$ cat config.mk
export PLATFORM = sky130hd
export DESIGN_NAME = resolver_track_loop
export DESIGN_NICKNAME = d
export VERILOG_FILES = /design/src/rtl/resolver_pkg.sv /design/src/rtl/res_trig_lookup.sv /design/src/rtl/res_phase_detector.sv /design/src/rtl/res_lead_lag.sv /design/src/rtl/res_accum.sv /design/src/rtl/resolver_track_loop.sv
export SDC_FILE = /design/constraint.sdc
export NUM_CORES = 2
export LEC_CHECK = 0
export BUFFER_PORTS_ARGS = -buffer_cell sky130_fd_sc_hd__buf_2
export CORE_MARGIN = 4
export CORE_UTILIZATION = 35
export CTS_CLUSTER_DIAMETER = 200
export DETAILED_ROUTE_END_ITERATION = 6
export GPL_TIMING_DRIVEN = 0
export PLACE_DENSITY = 0.57
export RECOVER_POWER = 50
export SLEW_MARGIN = 20
export SYNTH_ARGS = -nofsm -noshare
export SYNTH_HDL_FRONTEND = slang
export SYNTH_HIERARCHICAL = 1
export SYNTH_SLANG_ARGS = --single-unit
$ cat constraint.sdc
create_clock -name clk -period 108 [get_ports clk]
set_input_delay 5.4 -clock clk [delete_from_list [all_inputs] [get_ports clk]]
set_output_delay 5.4 -clock clk [all_outputs]
set_load 0.01 [all_outputs]
$ cat src/rtl/resolver_pkg.sv
package resolver_pkg;

  // common accumulator width for velocity, compensator and angle
  localparam int ACC_W  = 32;
  // Q14 trig words need 16 signed bits to hold +/-16384
  localparam int TRIG_W = 16;

  typedef logic signed [ACC_W-1:0]  acc_t;
  typedef logic signed [TRIG_W-1:0] trig_t;

  // Q15 coefficients of the odd quintic for sin(pi/2 * x), x in [0,1].
  // They are chosen so that A - B + C == 32768 (exact unity at 90 degrees).
  localparam logic [63:0] POLY_A = 64'd51472;
  localparam logic [63:0] POLY_B = 64'd21076;
  localparam logic [63:0] POLY_C = 64'd2372;

  // quarter-wave value, x in Q(qb) from 0 to 1.0, result in Q14
  function automatic trig_t quarter_poly(input logic [63:0] x, input int qb);
    logic [63:0] x2, t1, t2, t3, t4, y;
    x2 = (x * x) >> qb;
    t1 = (POLY_C * x2) >> qb;
    t2 = POLY_B - t1;
    t3 = (t2 * x2) >> qb;
    t4 = POLY_A - t3;
    y  = (t4 * x) >> (qb + 1);
    return trig_t'(y);
  endfunction

  // full-turn sine of a pw-bit phase by quadrant folding
  function automatic trig_t phase_sine(input logic [63:0] ph, input int pw);
    int          qb;
    logic [1:0]  quad;
    logic [63:0] r, x;
    trig_t       m;
    qb   = pw - 2;
    quad = 2'(ph >> qb);
    r    = ph & ((64'd1 << qb) - 64'd1);
    x    = quad[0] ? ((64'd1 << qb) - r) : r;
    m    = quarter_poly(x, qb);
    return quad[1] ? -m : m;
  endfunction

  // a*x with a = 1 - 2^-sh
  function automatic acc_t zero_term(input acc_t x, input int sh);
    return x - (x >>> sh);
  endfunction

  // b*y with b = 1 - mult*2^-sh
  function automatic acc_t pole_term(input acc_t y, input int sh, input int mult);
    return y - (y >>> sh) * acc_t'(mult);
  endfunction

endpackage

$ cat src/rtl/res_trig_lookup.sv
module res_trig_lookup
  import resolver_pkg::*;
#(
  parameter int PHASE_W = 14
) (
  input  logic [PHASE_W-1:0] phase,
  output trig_t              sin_val,
  output trig_t              cos_val
);
  localparam int QB = PHASE_W - 2;

  trig_t vals [2];

  // channel 0 is the sine; channel 1 is the same curve a quarter turn ahead
  generate
    for (genvar g = 0; g < 2; g++) begin : g_chan
      localparam logic [PHASE_W-1:0] OFS = PHASE_W'(g) << QB;
      logic [PHASE_W-1:0] ph_g;
      assign ph_g    = phase + OFS;
      assign vals[g] = phase_sine(64'(ph_g), PHASE_W);
    end
  endgenerate

  assign sin_val = vals[0];
  assign cos_val = vals[1];
endmodule

$ cat src/rtl/res_phase_detector.sv
module res_phase_detector
  import resolver_pkg::*;
#(
  parameter int IN_W      = 12,
  parameter int ERR_SHIFT = 13
) (
  input  logic signed [IN_W-1:0] sin_in,
  input  logic signed [IN_W-1:0] cos_in,
  input  trig_t                  sin_est,
  input  trig_t                  cos_est,
  output acc_t                   err_scaled
);
  localparam int PROD_W = IN_W + TRIG_W;
  localparam int ERR_W  = PROD_W + 1;

  logic signed [PROD_W-1:0] p_sc, p_cs;
  logic signed [ERR_W-1:0]  err_raw;

  // sin(in - est) = sin_in*cos_est - cos_in*sin_est, kept at full precision
  always_comb begin
    p_sc       = PROD_W'(sin_in) * PROD_W'(cos_est);
    p_cs       = PROD_W'(cos_in) * PROD_W'(sin_est);
    err_raw    = ERR_W'(p_sc) - ERR_W'(p_cs);
    err_scaled = ACC_W'(err_raw >>> ERR_SHIFT);
  end
endmodule

$ cat src/rtl/res_lead_lag.sv
module res_lead_lag
  import resolver_pkg::*;
#(
  parameter int CMP_SHIFT = 12,
  parameter int POLE_MULT = 11
) (
  input  logic clk,
  input  logic rst,
  input  logic en,
  input  acc_t x_in,
  output acc_t y_next
);
  acc_t x_prev, y_prev;

  // y[n] = x[n] - a*x[n-1] + b*y[n-1]
  assign y_next = x_in - zero_term(x_prev, CMP_SHIFT)
                + pole_term(y_prev, CMP_SHIFT, POLE_MULT);

  always_ff @(posedge clk) begin
    if (rst) begin
      x_prev <= '0;
      y_prev <= '0;
    end else if (en) begin
      x_prev <= x_in;
      y_prev <= y_next;
    end
  end
endmodule

$ cat src/rtl/res_accum.sv
module res_accum #(
  parameter int W = 32
) (
  input  logic         clk,
  input  logic         rst,
  input  logic         en,
  input  logic [W-1:0] step,
  output logic [W-1:0] acc_q
);
  // modulo-2^W integrator; signed or unsigned reading is up to the user
  always_ff @(posedge clk) begin
    if (rst)     acc_q <= '0;
    else if (en) acc_q <= acc_q + step;
  end
endmodule

$ cat src/rtl/resolver_track_loop.sv
module resolver_track_loop
  import resolver_pkg::*;
#(
  parameter int IN_W      = 12,
  parameter int PHASE_W   = 14,
  parameter int OUT_W     = 12,
  parameter int VEL_W     = 12,
  parameter int ERR_SHIFT = 13,
  parameter int VEL_SHIFT = 9,
  parameter int CMP_SHIFT = 12,
  parameter int POLE_MULT = 11
) (
  input  logic                   clk,
  input  logic                   rst,
  input  logic                   sample_en,
  input  logic signed [IN_W-1:0] sin_in,
  input  logic signed [IN_W-1:0] cos_in,
  output logic [OUT_W-1:0]       pos_out,
  output logic signed [VEL_W-1:0] vel_out
);
  localparam acc_t VEL_MAX = acc_t'((64'sd1 <<< (VEL_W - 1)) - 64'sd1);
  localparam acc_t VEL_MIN = acc_t'(-(64'sd1 <<< (VEL_W - 1)));

  // named internal events, also seen by the bound checker
  logic [ACC_W-1:0] pos_acc;
  acc_t             vel_acc;
  acc_t             err_scaled;
  acc_t             comp_y;
  trig_t            sin_est, cos_est;
  acc_t             vel_shifted;
  logic             vel_sat_hi, vel_sat_lo;

  res_trig_lookup #(.PHASE_W(PHASE_W)) u_trig (
    .phase   (pos_acc[ACC_W-1 -: PHASE_W]),
    .sin_val (sin_est),
    .cos_val (cos_est)
  );

  res_phase_detector #(.IN_W(IN_W), .ERR_SHIFT(ERR_SHIFT)) u_det (
    .sin_in     (sin_in),
    .cos_in     (cos_in),
    .sin_est    (sin_est),
    .cos_est    (cos_est),
    .err_scaled (err_scaled)
  );

  // first integrator: error -> velocity
  res_accum #(.W(ACC_W)) u_vel_int (
    .clk   (clk),
    .rst   (rst),
    .en    (sample_en),
    .step  (err_scaled),
    .acc_q (vel_acc)
  );

  // lead/lag works on the registered velocity
  res_lead_lag #(.CMP_SHIFT(CMP_SHIFT), .POLE_MULT(POLE_MULT)) u_comp (
    .clk    (clk),
    .rst    (rst),
    .en     (sample_en),
    .x_in   (vel_acc),
    .y_next (comp_y)
  );

  // second integrator: shaped velocity -> angle, wraps each turn
  res_accum #(.W(ACC_W)) u_pos_int (
    .clk   (clk),
    .rst   (rst),
    .en    (sample_en),
    .step  (comp_y),
    .acc_q (pos_acc)
  );

  assign pos_out = pos_acc[ACC_W-1 -: OUT_W];

  always_comb begin
    vel_shifted = vel_acc >>> VEL_SHIFT;
    vel_sat_hi  = vel_shifted > VEL_MAX;
    vel_sat_lo  = vel_shifted < VEL_MIN;
    if (vel_sat_hi)      vel_out = VEL_MAX[VEL_W-1:0];
    else if (vel_sat_lo) vel_out = VEL_MIN[VEL_W-1:0];
    else                 vel_out = vel_shifted[VEL_W-1:0];
  end
endmodule

# Yosys cells after proc, flatten, opt, wreduce, memory -nomap -nowiden
# Cells that the tools add are included.
dict set report word_totals {
  ff_bits 128
  memories 0
  ramBits 0
  latchBits 0
  romBits 0
}
dict set report op_classes {
  n_mul 11
  reduce_logical 0
  n_bitwise 0
  shifts 0
  mux 6
  n_lt_le_gt_ge 2
  div 0
  n_addsub 16
  n_eq_ne 0
}
# op n
set ops {}
lappend ops {{$mul A64 B64 Y64} 2}
lappend ops {{$mux W64} 2}
lappend ops {{$mul A10 B52 Y62 const A} 2}
lappend ops {{$sub A15 B52 Y53 const A} 2}
lappend ops {{$sub A16 B52 Y53 const A} 2}
lappend ops {{$add A32 B32 Y32} 3}
lappend ops {{$mul A53 B53 Y64} 1}
lappend ops {{$mul A53 B64 Y29} 1}
lappend ops {{$mul A64 B52 Y64} 1}
lappend ops {{$mul A64 B64 Y29} 1}
lappend ops {{$mul A12 B16 Y28} 2}
lappend ops {{$mux W16} 2}
lappend ops {{$neg A16 Y16} 2}
lappend ops {{$sub A32 B20 Y32} 1}
lappend ops {{$sub A32 B25 Y32} 1}
lappend ops {{$sub A32 B32 Y32} 1}
lappend ops {{$sub A28 B28 Y29} 1}
lappend ops {{$sub A13 B12 Y14 const A} 2}
lappend ops {{$mul A20 B5 Y25 const B} 1}
lappend ops {{$mux W12} 2}
lappend ops {{$gt A23 B12 Y1 const B} 1}
lappend ops {{$lt A23 B12 Y1 const B} 1}
lappend ops {{$add A14 B13 Y14 const B} 1}

# Longest topological paths before layout
dict set report logic_depth {
  ltp_word 14
  depth_mapped 165
  ltp_nobuf 154
}

# Hierarchy
# The synthesis kept the hierarchy.
# module n_inst area_each_um2 cells_per_inst
set modules_own_cells {}
lappend modules_own_cells {res_trig_lookup 1 73310.3 8588}
lappend modules_own_cells {res_phase_detector 1 14522.7 1547}
lappend modules_own_cells {res_lead_lag 1 8848.5 989}
lappend modules_own_cells {res_accum 2 3007.9 374}
lappend modules_own_cells {resolver_track_loop 1 160.2 22}

# Worst setup path before layout
# Ideal clock, no wire load.
dict set report synth_timing {
  kind {register -> register}
  start {register u_pos_int.acc_q[18]}
  end {register u_vel_int.acc_q[31]}
  path_slack_ns 70.053
  required_time_ns 107.872
  setup_ns 0.128
  arrival_ns 37.820
  stages_incl_launch_ff 154
  path_buffers 12
  cell_sequence {dfxtp_1 -> clkbuf_1 -> inv_1 -> clkbuf_1 -> ha_1 -> nand2_1 -> or3_1 -> or3_1 -> or3_1 -> and2_1 -> xor2_1 -> clkbuf_1 -> nand2_1 -> fa_1 -> fa_1 -> inv_1 -> fa_1 -> ha_1 -> [118 not listed] -> and2_4 -> a221oi_2 -> o21ai_1 -> or3_4 -> o31a_4 -> a21oi_2 -> xnor2_1 -> buf_4 -> ha_1 -> clkbuf_1 -> a211oi_1 -> o211ai_1 -> a21oi_1 -> o211ai_1 -> a221oi_1 -> mux2i_1 -> xnor2_1 -> nor2_1}
}
dict set report synth_via {
  word_cells_on_any_way 25
  classes_between {add/sub (11); mul (10); mux (4)}
}
# item line_no
set synth_lines {}
lappend synth_lines {{start: declaration} res_accum.sv:8} ;# output logic [W-1:0] acc_q
lappend synth_lines {{start signal: assignment} res_accum.sv:13} ;# else if (en) acc_q <= acc_q + step;
lappend synth_lines {{$sub A13 B12 Y14} resolver_pkg.sv:38} ;# x = quad[0] ? ((64'd1 << qb) - r) : r;
lappend synth_lines {{$mux W64 (*)} resolver_pkg.sv:38}
lappend synth_lines {{$mul A64 B64 Y64} resolver_pkg.sv:20} ;# x2 = (x * x) >> qb;
lappend synth_lines {{$mul A10 B52 Y62} resolver_pkg.sv:21} ;# t1 = (POLY_C * x2) >> qb;
lappend synth_lines {{$sub A15 B52 Y53} resolver_pkg.sv:22} ;# t2 = POLY_B - t1;
lappend synth_lines {{$mul A64 B52 Y64} resolver_pkg.sv:23} ;# t3 = (t2 * x2) >> qb;
lappend synth_lines {{$sub A16 B52 Y53} resolver_pkg.sv:24} ;# t4 = POLY_A - t3;
lappend synth_lines {{$mul A64 B64 Y29 (*)} resolver_pkg.sv:25} ;# y = (t4 * x) >> (qb + 1);
lappend synth_lines {{$neg A16 Y16} resolver_pkg.sv:40} ;# return quad[1] ? -m : m;
lappend synth_lines {{$mux W16 (*)} resolver_pkg.sv:40}
lappend synth_lines {{via sin_est[15]} resolver_track_loop.sv:29} ;# trig_t sin_est, cos_est;
lappend synth_lines {{$mul A12 B16 Y28 (*)} res_phase_detector.sv:22} ;# p_cs = PROD_W'(cos_in) * PROD_W'(sin_est);
lappend synth_lines {{$sub A28 B28 Y29 (*)} res_phase_detector.sv:23} ;# err_raw = ERR_W'(p_sc) - ERR_W'(p_cs);
lappend synth_lines {{via err_scaled[15]} resolver_track_loop.sv:27} ;# acc_t err_scaled;
lappend synth_lines {{$add A32 B32 Y32 (*)} res_accum.sv:13}
lappend synth_lines {{end signal: assignment} res_accum.sv:13}
lappend synth_lines {{end: declaration} res_accum.sv:8}
# Mark *: on every way through the listed nets, which the timed path passes. The rest lies on a longest branch.
# A chain may end at the register's enable or synchronous reset.

# Worst setup path in the final report
dict set report layout_timing {
  start {register u_pos_int.acc_q[18]}
  end {register u_vel_int.acc_q[31]}
}
dict set report layout_via {
  elab_chain_len 14
  word_cells_on_any_way 25
  classes_between {add/sub (11); mul (10); mux (4)}
}
# item line_no
set layout_lines {}
lappend layout_lines {{$add A14 B13 Y14 (*)} res_trig_lookup.sv:19} ;# assign ph_g = phase + OFS;
lappend layout_lines {{$sub A13 B12 Y14} resolver_pkg.sv:38}
lappend layout_lines {{$mux W64} resolver_pkg.sv:38}
lappend layout_lines {{$mul A64 B64 Y64} resolver_pkg.sv:20}
lappend layout_lines {{$mul A10 B52 Y62} resolver_pkg.sv:21}
lappend layout_lines {{$sub A15 B52 Y53} resolver_pkg.sv:22}
lappend layout_lines {{$mul A53 B53 Y64} resolver_pkg.sv:23}
lappend layout_lines {{$sub A16 B52 Y53} resolver_pkg.sv:24}
lappend layout_lines {{$mul A53 B64 Y29} resolver_pkg.sv:25}
lappend layout_lines {{$neg A16 Y16} resolver_pkg.sv:40}
lappend layout_lines {{$mux W16 (*)} resolver_pkg.sv:40}
lappend layout_lines {{via cos_est[15]} resolver_track_loop.sv:29}
lappend layout_lines {{$mul A12 B16 Y28 (*)} res_phase_detector.sv:21} ;# p_sc = PROD_W'(sin_in) * PROD_W'(cos_est);
lappend layout_lines {{$sub A28 B28 Y29 (*)} res_phase_detector.sv:23}
lappend layout_lines {{via err_scaled[15]} resolver_track_loop.sv:27}
lappend layout_lines {{$add A32 B32 Y32 (*)} res_accum.sv:13}
# Marked as above.

==> reports/results.tsv <==
stage	metric	value	unit
status	run status	complete, no violations	
drt	DRT antenna net count	0	
layout	commonest non-fill, non-tap cell in the layout	inv_1	
worst_setup_path	CP max stage delay	0.86	ns
logic_synthesis	Seq/Total Area, Yosys	2.49	%
die	initial core utilization	35.2	%
drt	drt total wl	307000	microns
worst_hold_path	HP Class	register to register	
logic_synthesis	Syn Inst Count	11900	
sta	final count of pins violating max slew	0	
clock_tree	TritonCTS clock tree	built	
logic_synthesis	yosys warns	6	
layout	Finished Cell Area	109000	sq um
sta	worst slew pin tran	1.47	ns
logic_synthesis	ys async rst share	0	%
logic_synthesis	Avg Inst Size Synth	8.65	sq um
die	placement row count	198	
logic_synthesis	synth unique cells	121	
worst_setup_path	most used cell, CP	fa_1	
logic_synthesis	area share of the largest cell type after synthesis	41.3	%
flow_run	Max Cap Viol	0	
layout	Area Growth Syn to Fin	6.09	%
global_route	total track usage	20.7	%
worst_setup_path	Max FO, Critical Path	12	
placed_design	GP Congestion	0.938	
global_route	first-pass GRT wire length	487000	microns
logic_synthesis	Post-synth EDFFs	0	
clock_tree	PostCTS Resize Cnt	0	
global_route	global route overflow	0	
sta	fin crit period	47.50	ns
sta	Tcrit/Tclk final	44.0	%
clock_tree	Post-CTS Setup Inserts	0	
worst_setup_path	CP endpoint kind	register	
drt	Via density	4.89	
worst_setup_path	Worst Path Arrival	47.83	ns
worst_setup_path	Setup CP Type	register to register	
worst_setup_path	CP required	108.33	ns
die	total core area	292000	sq um
placed_design	number of I/O port buffers	50	
clock_tree	Bufs on Longest Clock Path	2	
layout	commonest non-fill, non-tap cells in the layout	3,082 x inv_1, 2,121 x fa_1, 1,433 x ha_1	
sta	setup tns final	0	ns
sta	clock skew	0.0112	ns
logic_synthesis	Most used DFF post-synth	dfxtp_1	
global_route	vias in the first global route	82500	
clock_tree	CTS Buf Count	17	
global_route	initial antenna violation count	8	
worst_setup_path	CP max stage cell	clkbuf_1	
layout	filler instances	30500	
clock_tree	Root Buffer	clkbuf_16	
sta	final setup vio count	0	
logic_synthesis	Yosys reg bits	128	
clock_tree	CTS Hold Bufs	0	
drt	remaining routing DRC violations	0	
worst_setup_path	startpoint type of the worst setup path	register	
logic_synthesis	top area cells in the synthesized netlist	fa_1 41%, ha_1 17%, inv_1 11%	
clock_tree	CTS sink cnt	128	
sta	max_slew headroom	1.70	%
die	die extent in x	550	microns
global_route	pin count of the biggest net entering global routing	25	
sta	f_max	21.1	MHz
sta	RSZ-0062 raised after global routing	false	
die	Die ar.	303000	sq um
logic_synthesis	Cell Area, Synth	103000	sq um
clock_tree	worst-skew pair later-pin latency	0.46	ns
drt	Initial DRC Count	4422	
clock_tree	H-Tree Depth	4	
die	Die Y	550	microns
placed_design	dpl cell area	109000	sq um
die	number of top-level pins	51	
layout	NumNets Final	15600	
drt	DR vias	77700	
logic_synthesis	dominant cell type by area after synthesis	fa_1	
layout	layout cells sized above 1	2.58	%
drt	drt pass-1 iters	5	
clock_tree	clock slew at reported path FFs	0.07	ns
sta	Final Hold Vio Count	0	
drt	Avg WL per Cell	19.3	microns
placed_design	HPWL after DPL	268000	microns
## metrics by stage
step                      hold slack, ns  cells  worst slack, ns  utilization (%)
after global placement             0.460  15900            58.07             37.0
after floorplan                    0.445  11900            70.05                -
after detailed placement           0.466  15900            60.81             37.2
after CTS                          0.475  15900            60.60             37.4
after global routing               0.498  15900            58.26             37.4
final                              0.471  15900            60.50             37.4
## kinds of logic after synthesis
kind of cell | count (synthesis) | synth area share [%]
XOR/XNOR | 505 | 4.41
flip-flops | 128 | 2.49
multiplexers | 111 | 1.10
AND/OR/NAND/NOR | 3084 | 13.6
adder cells (fa/ha/maj) | 3554 | 58.7
buffers and inverters | 3530 | 13.1
AO/OA/AOI/OAI | 980 | 6.55
other | 2 | 0.00730
## synth_stat cells, drive strengths merged, types with 19 or more instances
cell       n
a21o     126
a21oi    276
ha      1433
mux2i    101
a211oi    40
nor2     774
buf       53
nor3b     19
o31ai     21
a31oi     26
o21ai    155
o211ai    49
and2     399
nand2b   104
dfxtp    128
o21bai    43
nor3      78
nand2   1325
nand3     93
or2       43
xnor2    336
nor2b     72
or3       30
xor2     162
nand4     45
and3      33
clkbuf   377
inv     3084
o21a      45
fa      2121
## registers in the layout, indices dropped and copies added (netlist names)
| register | cells |
|---|---|
| u_comp/y_prev | 32 |
| u_vel_int/acc_q | 32 |
| u_pos_int/acc_q | 32 |
| u_comp/x_prev | 32 |
## worst paths after layout
path | startpoint | to | slack, ns | depth (start not counted)
max | u_pos_int/acc_q[18] | u_vel_int/acc_q[31] | 60.50 | 152
max reg2reg | u_pos_int/acc_q[18] | u_vel_int/acc_q[31] | 60.50 | 152
min reg2reg | u_pos_int/acc_q[9] | u_pos_int/acc_q[9] | 0.47 | 2
min | u_pos_int/acc_q[9] | u_pos_int/acc_q[9] | 0.47 | 2
## per-layer routing
| metal | track usage, % | vias up | wire (microns) |
|---|---|---|---|
| met4 | 8.57 | 4 | 15800 |
| met1 | 26.4 | 39000 | 126000 |
| met3 | 2.22 | 561 | 15800 |
| met5 | 0 | - | 28 |
| li1 | - | 36000 | - |
| met2 | 35.7 | 2168 | 149000 |
## worst max-delay path, delay by kind of cell, from the launching register on
family / cells / cell delay (ns)
mux: 2 / 0.55
fa+ha+maj: 47 / 20.48
buf+inv: 39 / 8.13
simple gates: 22 / 4.85
flops: 1 / 0.34
compound gates: 36 / 9.80
xor+xnor: 6 / 2.98
## area by class of cell
type / count / area, sq um / share of cell area [%]
diodes: 3 / 7.51 / 0.00688
plain buffers: 432 / 1860 / 1.70
clock buffers: 20 / 457 / 0.418
clock inverters: 12 / 134 / 0.123
inverters: 3098 / 11600 / 10.7
multi-input cells: 8251 / 87200 / 79.9
flip-flops and latches: 128 / 2560 / 2.35
well taps: 3900 / 4880 / 4.47
repair buffers: 67 / 437 / 0.400
Power is not shown: default switching activity piles up to over one toggle a cycle in this logic, so the estimate is an artifact.
